===== config.mk =====
export PLATFORM = sky130hd
export DESIGN_NAME = burst_prefix_whitener
export DESIGN_NICKNAME = d
export VERILOG_FILES = /design/src/rtl/bfw_pkg.sv /design/src/rtl/bfw_lfsr.sv /design/src/rtl/bfw_pre_counter.sv /design/src/rtl/burst_prefix_whitener.sv
export SDC_FILE = /design/constraint.sdc
export NUM_CORES = 1
export LEC_CHECK = 0
export CORE_MARGIN = 5
export CORE_UTILIZATION = 60
export CTS_BUF_LIST = sky130_fd_sc_hd__clkbuf_8 sky130_fd_sc_hd__clkbuf_16
export DETAILED_ROUTE_END_ITERATION = 6
export HOLD_SLACK_MARGIN = 0.12
export PLACE_DENSITY = 0.95
export SYNTH_ARGS = -nofsm -noshare
export SYNTH_HDL_FRONTEND = slang
export SYNTH_HIERARCHICAL = 1
export SYNTH_SLANG_ARGS = --single-unit

===== constraint.sdc =====
create_clock -name clk -period 7.68 [get_ports clk]
set_clock_uncertainty 0.2 [all_clocks]
set_input_delay 0.768 -clock clk [delete_from_list [all_inputs] [get_ports clk]]
set_output_delay 0.768 -clock clk [all_outputs]
set_load 0.01 [all_outputs]

===== src/rtl/bfw_pkg.sv =====
package bfw_pkg;

    typedef enum logic [1:0] {
        ST_IDLE = 2'd0,
        ST_PRE  = 2'd1,
        ST_PAY  = 2'd2
    } bfw_state_e;

    typedef enum logic {
        BW_NARROW = 1'b0,
        BW_WIDE   = 1'b1
    } bfw_bw_e;

    // One transmitted symbol and its preamble tag
    typedef struct packed {
        logic data;
        logic pre;
    } bfw_sym_t;

    localparam int LFSR_W       = 15;
    localparam int LFSR_TAP_HI  = 15;
    localparam int LFSR_TAP_LO  = 14;

    // Preamble bit for a given phase; both patterns open with a 1
    function automatic logic pattern_bit(bfw_bw_e bw, logic [1:0] phase);
        if (bw == BW_WIDE)
            return ~phase[0];
        else
            return ~phase[1];
    endfunction

endpackage


===== src/rtl/bfw_lfsr.sv =====
module bfw_lfsr
    import bfw_pkg::*;
#(
    parameter int                 W     = LFSR_W,
    parameter int                 TAP_A = LFSR_TAP_HI,
    parameter int                 TAP_B = LFSR_TAP_LO,
    parameter logic [W-1:0]       SEED  = 15'h2D4B
) (
    input  logic clk,
    input  logic rst,
    input  logic load,
    input  logic step,
    output logic wbit
);
    logic [W-1:0] st_q;
    logic         fb;

    assign fb   = st_q[TAP_A-1] ^ st_q[TAP_B-1];
    assign wbit = st_q[W-1];

    always_ff @(posedge clk) begin
        if (rst || load)
            st_q <= SEED;
        else if (step)
            st_q <= {st_q[W-2:0], fb};
    end


    lfsr_nonzero_chk: assert property (@(posedge clk) disable iff (rst)
        st_q != '0);


    lfsr_hold_chk: assert property (@(posedge clk) disable iff (rst)
        (!step && !load) |=> $stable(st_q));

endmodule


===== src/rtl/bfw_pre_counter.sv =====
module bfw_pre_counter
    import bfw_pkg::*;
#(
    parameter int LEN_W = 8
) (
    input  logic             clk,
    input  logic             rst,
    input  logic             load,
    input  logic [LEN_W-1:0] len_in,
    input  logic             mode_in,
    input  logic             advance,
    output logic             bit_o,
    output logic             last_o
);
    logic [LEN_W-1:0] cnt_q;
    logic [LEN_W-1:0] len_q;
    bfw_bw_e          mode_q;

    assign bit_o  = pattern_bit(mode_q, cnt_q[1:0]);
    assign last_o = (cnt_q == len_q - LEN_W'(1));

    always_ff @(posedge clk) begin
        if (rst) begin
            cnt_q  <= '0;
            len_q  <= LEN_W'(1);
            mode_q <= BW_NARROW;
        end else if (load) begin
            cnt_q  <= '0;
            len_q  <= len_in;
            mode_q <= bfw_bw_e'(mode_in);
        end else if (advance) begin
            cnt_q  <= cnt_q + LEN_W'(1);
        end
    end


    pre_count_range_chk: assert property (@(posedge clk) disable iff (rst)
        (advance && !last_o) |=> (cnt_q != '0));

endmodule


===== src/rtl/burst_prefix_whitener.sv =====
module burst_prefix_whitener
    import bfw_pkg::*;
#(
    parameter int                  LEN_W   = 8,
    parameter int                  MIN_PRE = 16,
    parameter logic [LFSR_W-1:0]   SEED    = 15'h2D4B
) (
    input  logic             clk,
    input  logic             rst,
    input  logic             bit_en,
    input  logic             start,
    input  logic             bw_mode,
    input  logic [LEN_W-1:0] pre_len,
    input  logic             in_valid,
    input  logic             in_data,
    input  logic             in_last,
    output logic             in_ready,
    output logic             tx_bit,
    output logic             pre_active,
    output logic             burst_done
);
    localparam logic [LEN_W-1:0] MIN_LEN = LEN_W'(MIN_PRE);

    bfw_state_e       state_q;
    bfw_sym_t         sym_q;
    logic             done_q;
    logic [LEN_W-1:0] eff_len;
    logic             open_burst;
    logic             pre_step;
    logic             take;
    logic             pat_bit;
    logic             pat_last;
    logic             wbit;

    assign eff_len    = (pre_len < MIN_LEN) ? MIN_LEN : pre_len;
    assign open_burst = (state_q == ST_IDLE) && start;
    assign pre_step   = (state_q == ST_PRE) && bit_en;
    assign in_ready   = (state_q == ST_PAY) && bit_en;
    assign take       = in_ready && in_valid;

    bfw_pre_counter #(.LEN_W(LEN_W)) pre_i (
        .clk     (clk),
        .rst     (rst),
        .load    (open_burst),
        .len_in  (eff_len),
        .mode_in (bw_mode),
        .advance (pre_step),
        .bit_o   (pat_bit),
        .last_o  (pat_last)
    );

    bfw_lfsr #(.SEED(SEED)) lfsr_i (
        .clk  (clk),
        .rst  (rst),
        .load (open_burst),
        .step (take),
        .wbit (wbit)
    );

    always_ff @(posedge clk) begin
        if (rst) begin
            state_q <= ST_IDLE;
            sym_q   <= '0;
            done_q  <= 1'b0;
        end else begin
            done_q <= 1'b0;
            case (state_q)
                ST_IDLE: begin
                    if (bit_en) sym_q <= '0;
                    if (start)  state_q <= ST_PRE;
                end
                ST_PRE: begin
                    if (bit_en) begin
                        sym_q <= '{data: pat_bit, pre: 1'b1};
                        if (pat_last) state_q <= ST_PAY;
                    end
                end
                ST_PAY: begin
                    if (bit_en) begin
                        if (in_valid) begin
                            sym_q <= '{data: in_data ^ wbit, pre: 1'b0};
                            if (in_last) begin
                                state_q <= ST_IDLE;
                                done_q  <= 1'b1;
                            end
                        end else begin
                            sym_q <= '0;
                        end
                    end
                end
                default: state_q <= ST_IDLE;
            endcase
        end
    end

    assign tx_bit     = sym_q.data;
    assign pre_active = sym_q.pre;
    assign burst_done = done_q;


    done_single_chk: assert property (@(posedge clk) disable iff (rst)
        burst_done |=> !burst_done);


    done_idle_chk: assert property (@(posedge clk) disable iff (rst)
        burst_done |-> (state_q == ST_IDLE));


    tx_hold_chk: assert property (@(posedge clk) disable iff (rst)
        !bit_en |=> ($stable(tx_bit) && $stable(pre_active)));


    start_ignored_chk: assert property (@(posedge clk) disable iff (rst)
        ((state_q == ST_PRE) && start) |=> (state_q != ST_IDLE));


    pre_before_pay_chk: assert property (@(posedge clk) disable iff (rst)
        (pre_active && bit_en && (state_q == ST_PAY)) |=> !pre_active);

endmodule


## After elaboration in Yosys (flattened, before gate mapping)

Cells that the tools add are included.

- Add/sub/neg operators: 2
- $lt $le $gt $ge: 1
- Eq/ne operators: 10
- Muxes and demuxes: 15
- Bitwise logic cells: 7
- Reduce and logical (&&, ||, !) cells: 11

Operators by type and width:

| operator | number |
|---|---|
| $mux W2 | 10 |
| $ne A2 B2 Y1 const B | 7 |
| $pmux W2 S3 | 2 |
| $add A8 B1 Y8 const B | 1 |
| $eq A8 B8 Y1 | 1 |
| $lt A8 B5 Y1 const B | 1 |
| $mux W8 | 1 |
| $sub A8 B1 Y8 const B | 1 |
| $reduce_and A6 Y1 | 1 |
| $not A1 Y1 | 5 |
| $logic_and A1 B1 Y1 | 4 |
| $reduce_and A4 Y1 | 1 |
| $reduce_or A4 Y1 | 1 |
| $reduce_bool A3 Y1 | 1 |
| $eq A2 B1 Y1 const B | 1 |
| $eq A2 B2 Y1 const B | 1 |
| $logic_not A2 Y1 | 1 |
| $mux W1 | 2 |
| $reduce_or A2 Y1 | 1 |
| $xor A1 B1 Y1 | 2 |
| $logic_or A1 B1 Y1 | 1 |

- Flip-flop bits (word level): 37
- Input bits: 16

## Longest topological paths before layout

Gate-level depths: netlist (run 1).

- Word-level depth: 5
- Depth in mapped cells: 9
- Gate-level depth less buffers: 9

## Hierarchy

The synthesis (run 1) kept the hierarchy.

By module, submodules not included:

| module | times used | cells an instance | area each (sq um) | seq. area each (sq um) |
|---|---|---|---|---|
| bfw_pre_counter | 1 | 102 | 900.9 | 340.3 |
| bfw_lfsr | 1 | 51 | 560.5 | 300.3 |
| burst_prefix_whitener | 1 | 49 | 425.4 | 100.1 |

## Worst setup path after synthesis (run 1)

No wires, ideal clock.

- Path kind: reg-to-reg
- Start point: register pre_i.len_q[0]
- End point: register state_q[0]
- Library setup time: 0.072 ns
- Arrival: 2.303 ns
- Required time: 7.408 ns
- Path slack: 5.105 ns
- Stages on the path, launching flop included: 8
- Path buffers: 0
- Cells stage by stage: dfxtp_1 or4_4 or4b_1 o311ai_1 and4_1 nand2_1 a222oi_1 mux2i_1

- Word-level cells in the longest chain between the ends: 4

Ends and longest elaborated chain:

| item | RTL line | source |
|---|---|---|
| start: declaration | bfw_pre_counter.sv:16 | `logic [LEN_W-1:0] len_q;` |
| start signal: assignment | bfw_pre_counter.sv:29 | `len_q <= len_in;` |
| $sub A8 B1 Y8 | bfw_pre_counter.sv:20 | `assign last_o = (cnt_q == len_q - LEN_W'(1));` |
| $eq A8 B8 Y1 | bfw_pre_counter.sv:20 |  |
| via pat_last | burst_prefix_whitener.sv:32 | `logic pat_last;` |
| $ne A2 B2 Y1 (no line) | -- |  |
| $reduce_and A6 Y1 (no line) | -- |  |
| end signal: assignment | burst_prefix_whitener.sv:62 | `state_q <= ST_IDLE;` |
| end signal: assignment | burst_prefix_whitener.sv:70 | `if (start) state_q <= ST_PRE;` |
| end signal: assignment | burst_prefix_whitener.sv:75 | `if (pat_last) state_q <= ST_PAY;` |
| end: declaration | burst_prefix_whitener.sv:24 | `bfw_state_e state_q;` |

The timed path passes the listed nets, and every way through them passes these cells.
A chain may end at the register's enable or synchronous reset.

## Worst setup path in the final report (run 1)

- Start point: input bit_en
- End point: output in_ready

- Word-level cells in the longest chain between the ends: 1

Ends and longest elaborated chain:

| item | RTL line | source |
|---|---|---|
| start: declaration | burst_prefix_whitener.sv:10 | `input logic bit_en,` |
| $logic_and A1 B1 Y1 | burst_prefix_whitener.sv:38 | `assign in_ready = (state_q == ST_PAY) && bit_en;` |
| end: declaration | burst_prefix_whitener.sv:17 | `output logic in_ready,` |

No other way between the ends.

==> run metrics, run 1 <==
layer with the highest usage met2; total power about 0.00057 W; met3 usage 0.0561; top post-synthesis cells by area dfxtp_1 (39%), mux2i_1 (14%), ha_1 (5.3%), nor2_1 (5.2%), xnor2_1 (3.7%); R2R setup slack 4.88 ns; reg-to-reg startpoint pre_i/len_q[0]; Synth Cell Area 1890 µm²; CP peak stage delay 0.58 ns; async set or reset register ratio after synthesis 0; Core Rows 20; share of cells above drive strength 1 0.0688; Hold Fails Final Rpt 0; setup violators final 0; CP top delay family buffers and inverters; Post-synth EDFFs 0; Clock Latency Late Sink 0.29 ns; max-slew violations 0; post-route ant nets 0; Syn-to-layout area delta 15.6%; syn nets between 200 and 250; Port Buffer Count 19; Max VDD drop 0.000133 V; total global routing overflow 0; hold depth 2; syn avg cell area 9.34 µm²; drt wl/cell 13.0 µm; Synth area leader dfxtp_1; Distinct cells, synth 44; # hold bufs at CTS 0; leading cell type in the layout, fill and taps excluded dfxtp_1; Num CTS Buffers 5; CTS tree built; final hold slack 0.277 ns; RSZ-0062 raised after global routing no; Yosys Warn Count 6; Placed Cells incl. Taps 254; area of the core 3030 µm²; FF-to-FF End state_q[1]; CP Max Fanout 7; first-pass GRT wire length 5820 µm; Max-cap violations 0; CTS root buffer clkbuf_8; Diodes inserted 0; DRT iter0 DRCs 112; Synth Register Bits 37; CP Capture Type primary output; pre-CTS setup slack 4.68 ns; drt total wl about 3400 µm; Worst Path Buf+Inv 2; maximum level of the CTS H-tree 2; Crit path top cell by count clkdlybuf4s50_1; post-route setup TNS 0 ns; Non-Filler Instances 262; nets 241; min Tclk post-route roughly 3 ns; 1st-pass router iterations 4; vias in the first global route between 1,000 and 1,500; Slew HR 0.418; share of the synthesized area in the top cell type 0.393; Critical Path Source Type primary input; all-layer global routing usage 0.175; worst hold start lfsr_i/st_q[8]; ys flop type dfxtp_1; Slowest cell on crit path clkdlybuf4s50_1; CP Data Required Time between 6 and 7 ns; cell count after synthesis 202; CP cell instances clkdlybuf4s50_1 > and2_1 > clkdlybuf4s50_1; Vias 1,427; most frequent cells in the layout dfxtp_1 (37), mux2i_1 (26), nor2_1 (26); top-level I/O count 20; post-CTS sizing 0; Worst-path clk slew 0.08 ns; worst slew pin tran 0.873 ns; die area 4370 µm²; GPL Wtd Cong 0.781; GR Layer Usage met1 0.215; Cell Pwr Density between 200 and 300 nW/µm²; status finished, final reports clean; setup ws final 4.67 ns; Seq/Total Area, Yosys 0.393; pin count of the biggest net entering global routing 22; worst hold path class flop to flop; met2 GRT Util 0.278; f_max 332 MHz; drt via density 5.45; Residual DRC 0; leakage 0.818 nW; Worst Setup Path Type primary input to primary output; Register-to-Register Path Depth 7; Worst Hold Endpoint lfsr_i/st_q[8]; Sink Count 37; maximum clock path buffer count 2; final period utilization 0.392; die height roughly 66 µm; Initial Util 0.623; Die W 66.1 µm; crit path DAT about 2.0 ns; Post-CTS Setup Bufs 0; DP HPWL 2390 µm; initial antenna violation count 0
==> worst max path at each step <==
stage / startpoint / to / slack [ns] / cells after the start
floorplan: pre_i/len_q[0] / state_q[0] / 5.11 / 7
global placement: bit_en / in_ready / 4.70 / 3
detailed placement: bit_en / in_ready / 4.68 / 3
CTS: bit_en / in_ready / 4.67 / 3
global route: bit_en / in_ready / 4.61 / 3
finish: bit_en / in_ready / 4.67 / 3
==> worst reg2reg max path, stage by stage, from the launching register on <==
cell and delay [ns]:
dfxtp_1 0.35, or4_4 0.56, or4b_1 0.52, o311ai_1 0.12
and4_1 0.26, nand2_1 0.05, a222oi_1 0.45, mux2i_1 0.23
==> stage by stage <==
step	instance area [µm²]	util
after floorplan	1890	-
after global routing	2180	0.720
after global placement	2070	0.682
final	2180	0.720
after detailed placement	2070	0.682
after CTS	2180	0.720
==> state kept, by name, summed over array words and instances, names as in the netlist <==
name,cells
lfsr_i/st_q,15
state_q,2
pre_i/cnt_q,8
burst_done,1
pre_i/len_q,8
pre_i/mode_q,1
pre_active,1
tx_bit,1
==> area by class of cell <==
class	count	area (µm²)
inverter	7	26.3
multi-input combinational	147	1050
timing repair buffer	19	190
fill	222	847
tap	44	55.1
clock buffer	5	68.8
sequential	37	741
clock inverter	3	46.3
==> where the power goes <==
| group | leakage [nW] | internal [W] | switching, W |
|---|---|---|---|
| Combinational | 0.463 | 0.0000866 | 0.0000884 |
| Clock | 0.0543 | 0.0000971 | 0.0000708 |
| Sequential | 0.301 | 0.000210 | 0.0000197 |
| Total | 0.818 | 0.000394 | 0.000179 |
==> synthesized netlist by cell type (2+ instances only) <==
cell type,number
nor2b_1,4
xor2_1,8
or2_2,2
o21ai_0,2
nand4_1,4
or3_1,2
and3_1,2
nand3_1,3
ha_1,8
nor2_1,26
dfxtp_1,37
clkbuf_1,8
mux2i_1,26
nor4_1,2
and2_1,2
a21oi_1,3
xnor2_1,8
nand2b_1,9
inv_1,7
or4_4,2
nand2_1,12
nor3_1,3
==> layer usage <==
layer / vias up / routed length, µm
li1: 724 / -
met1: 661 / 1550
met2: 33 / 1570
met3: 9 / 212
met4: 0 / 80
met5: - / 0
==> kinds of logic (layout without fill, tap and decap cells) <==
logic type,Yosys count,count (layout),share of synthesized area
AO/OA/AOI/OAI,16,16,0.0650
XOR/XNOR,16,16,0.0743
adder cells (fa/ha/maj),8,8,0.0531
buffers and inverters,18,34,0.0491
flip-flops,37,37,0.393
multiplexers,26,26,0.138
AND/OR/NAND/NOR,81,81,0.228
No activity file was read; power rests on OpenSTA's default activity.
==> inputs of run 2 (changes only) <==
- CORE_UTILIZATION: 60 -> 56
- PLACE_DENSITY: 0.95 -> 0.9
- clock period: 7.68 -> 2.8 ns (I/O delays scaled with it)
==> run 2 against run 1 <==
Against the previous run:
- design area barely moved
- final cell count up 2.3%
- non-clock buffer count is 4 higher
- largest cell class unchanged
- critical path type is now flop to flop
- combinational power rose to 2.8 times the previous value
- register-to-register slack got worse by 4.8 ns
- wire length is 5.1% higher
- first-iteration DRC count down 26%
- worst hold slack is essentially flat
==> run metrics, run 2 (synthesis results as in run 1) <==
status finished, final reports clean; leakage 0.833 nW; CP top delay family simple AND/OR/NAND/NOR gates; leading cell type in the layout, fill and taps excluded dfxtp_1; drt via density 5.42; Crit. Startpoint pre_i/len_q[0]; cell depth of the worst setup path 8; pre-CTS setup slack 0.0443 ns; Setup crit end state_q[1]; maximum level of the CTS H-tree 2; worst hold start lfsr_i/st_q[3]; Critical Path Source Type flop; Num CTS Buffers 5; Diodes inserted 0; area of the core 3310 µm²; Syn-to-layout area delta 15.6%; DP HPWL 2650 µm; pin count of the biggest net entering global routing 18; reg-to-reg startpoint pre_i/len_q[0]; Core Rows 21; initial antenna violation count 0; Worst Setup Path Type flop to flop; all-layer global routing usage 0.173; post-route ant nets 0; worst hold path class flop to flop; post-route cell area 2180 µm²; CP cell instances or4_4 > or4b_1 > o311ai_1 > and4_1 > nand2_1 > a222oi_1 > buf_4 > mux2i_1; crit path DAT roughly 2.8 ns; Slew HR 0.673; R2R setup slack 0.06 ns; 1st-pass router iterations 4; max-slew violations 0; worst slew pin tran 0.489 ns; Die W roughly 68 µm; Initial Util 0.570; Placed Cells incl. Taps roughly 260; f_max 365 MHz; CP Max Fanout 4; Residual DRC 0; top-level I/O count 20; drt total wl ~3600 µm; CTS tree built; Sink Count 37; CTS root buffer clkbuf_8; largest registers lfsr_i/st_q x15, pre_i/cnt_q x8, pre_i/len_q x8; die area 4630 µm²; GPL Wtd Cong a little over 0.9; DRT iter0 DRCs 83; min Tclk post-route 2.74 ns; Cell Pwr Density approximately 680 nW/µm²; Filler Cell Count around 290; number of flip-flops in the largest register 15; setup violators final 0; nets 245; Clock Latency Late Sink 0.29 ns; Max VDD drop 0.000301 V; total global routing overflow 0; die height 68.0 µm; CP peak stage delay around 0.54 ns; Max-cap violations 0; maximum clock path buffer count 2; FF-to-FF End state_q[1]; Non-Filler Instances 268; Port Buffer Count 19; Worst-path clk slew 0.07 ns; CP Capture Type flop; CP Data Required Time about 2.8 ns; Slowest cell on crit path or4_4; Top reg by flops lfsr_i/st_q; Worst Path Buf+Inv 1; dpl cell area around 2100 µm²; most frequent cells in the layout dfxtp_1 (36), mux2i_1 (26), nor2_1 (26); vias in the first global route 1,361; Vias roughly 1,500; Hold Fails Final Rpt 0; drt wl/cell roughly 13 µm; share of cells above drive strength 1 0.0856; setup ws final 0.0632 ns; final period utilization 0.977; Register-to-Register Path Depth 8; first-pass GRT wire length 6040 µm
## run 2: cell types whose count changed in the layout (fill, tap and decap cells not counted)
cell and change:
inv_1 +1, dfxtp_1 -1, clkinvlp_4 -1, clkinv_2 +2, bufinv_16 -1, clkinv_4 -1
buf_4 +4, dfxtp_2 +1
## run 2: worst reg2reg max path, stage by stage (launching register included)
cell and delay [ns]:
dfxtp_2 0.34, or4_4 0.54, or4b_1 0.51, o311ai_1 0.10
and4_1 0.24, nand2_1 0.05, a222oi_1 0.33, buf_4 0.19
mux2i_1 0.17
## run 2: cell type report
class                   count  area [µm²]  area share
clock buffers               5        68.8      0.0315
clock inverters             3        13.8     0.00631
inverters                   7        26.3      0.0120
well taps                  46        57.6      0.0264
multi-input cells         147        1050       0.483
repair buffers             23         220       0.101
flip-flops and latches     37         742       0.340
## run 2: what timing repair did
item,4_1_cts,5_1_grt
gates resized for setup,0,1
hold buffers,0,0
buffers inserted,0,1
endpoints found under the setup margin,0,2
## run 2: how the worst min path moves through the flow
stage	end	slack, ns	depth (start not counted)
3_5_place_dp	lfsr_i/st_q[11]	0.26	2
3_3_place_gp	lfsr_i/st_q[8]	0.25	2
5_1_grt	lfsr_i/st_q[3]	0.31	2
4_1_cts	lfsr_i/st_q[3]	0.28	2
6_report	lfsr_i/st_q[3]	0.28	2
2_1_floorplan	pre_active	0.14	1
## run 2: stage by stage
stage	total power (W)	setup TNS, ns	utilization	hold slack, ns
floorplan	0.00101	0	-	0.142
global placement	0.00111	0	0.632	0.253
detailed placement	0.00113	0	0.632	0.263
CTS	0.00147	0	0.656	0.282
global route	0.00157	-0.0989	0.659	0.313
finish	0.00148	0	0.659	0.278
## run 2: layer usage
metal / part of all wire / wire, µm / track usage
met1: 0.48 / 1700 / 0.211
met2: 0.46 / 1660 / 0.284
met3: 0.052 / 188 / 0.0509
met4: 0.011 / 38 / 0.0670
met5: 0 / 0 / 0
## run 2: power by group
part / internal, W / switching, W
Clock: 0.000169 / 0.000180
Sequential: 0.000577 / 0.0000565
Combinational: 0.000251 / 0.000247
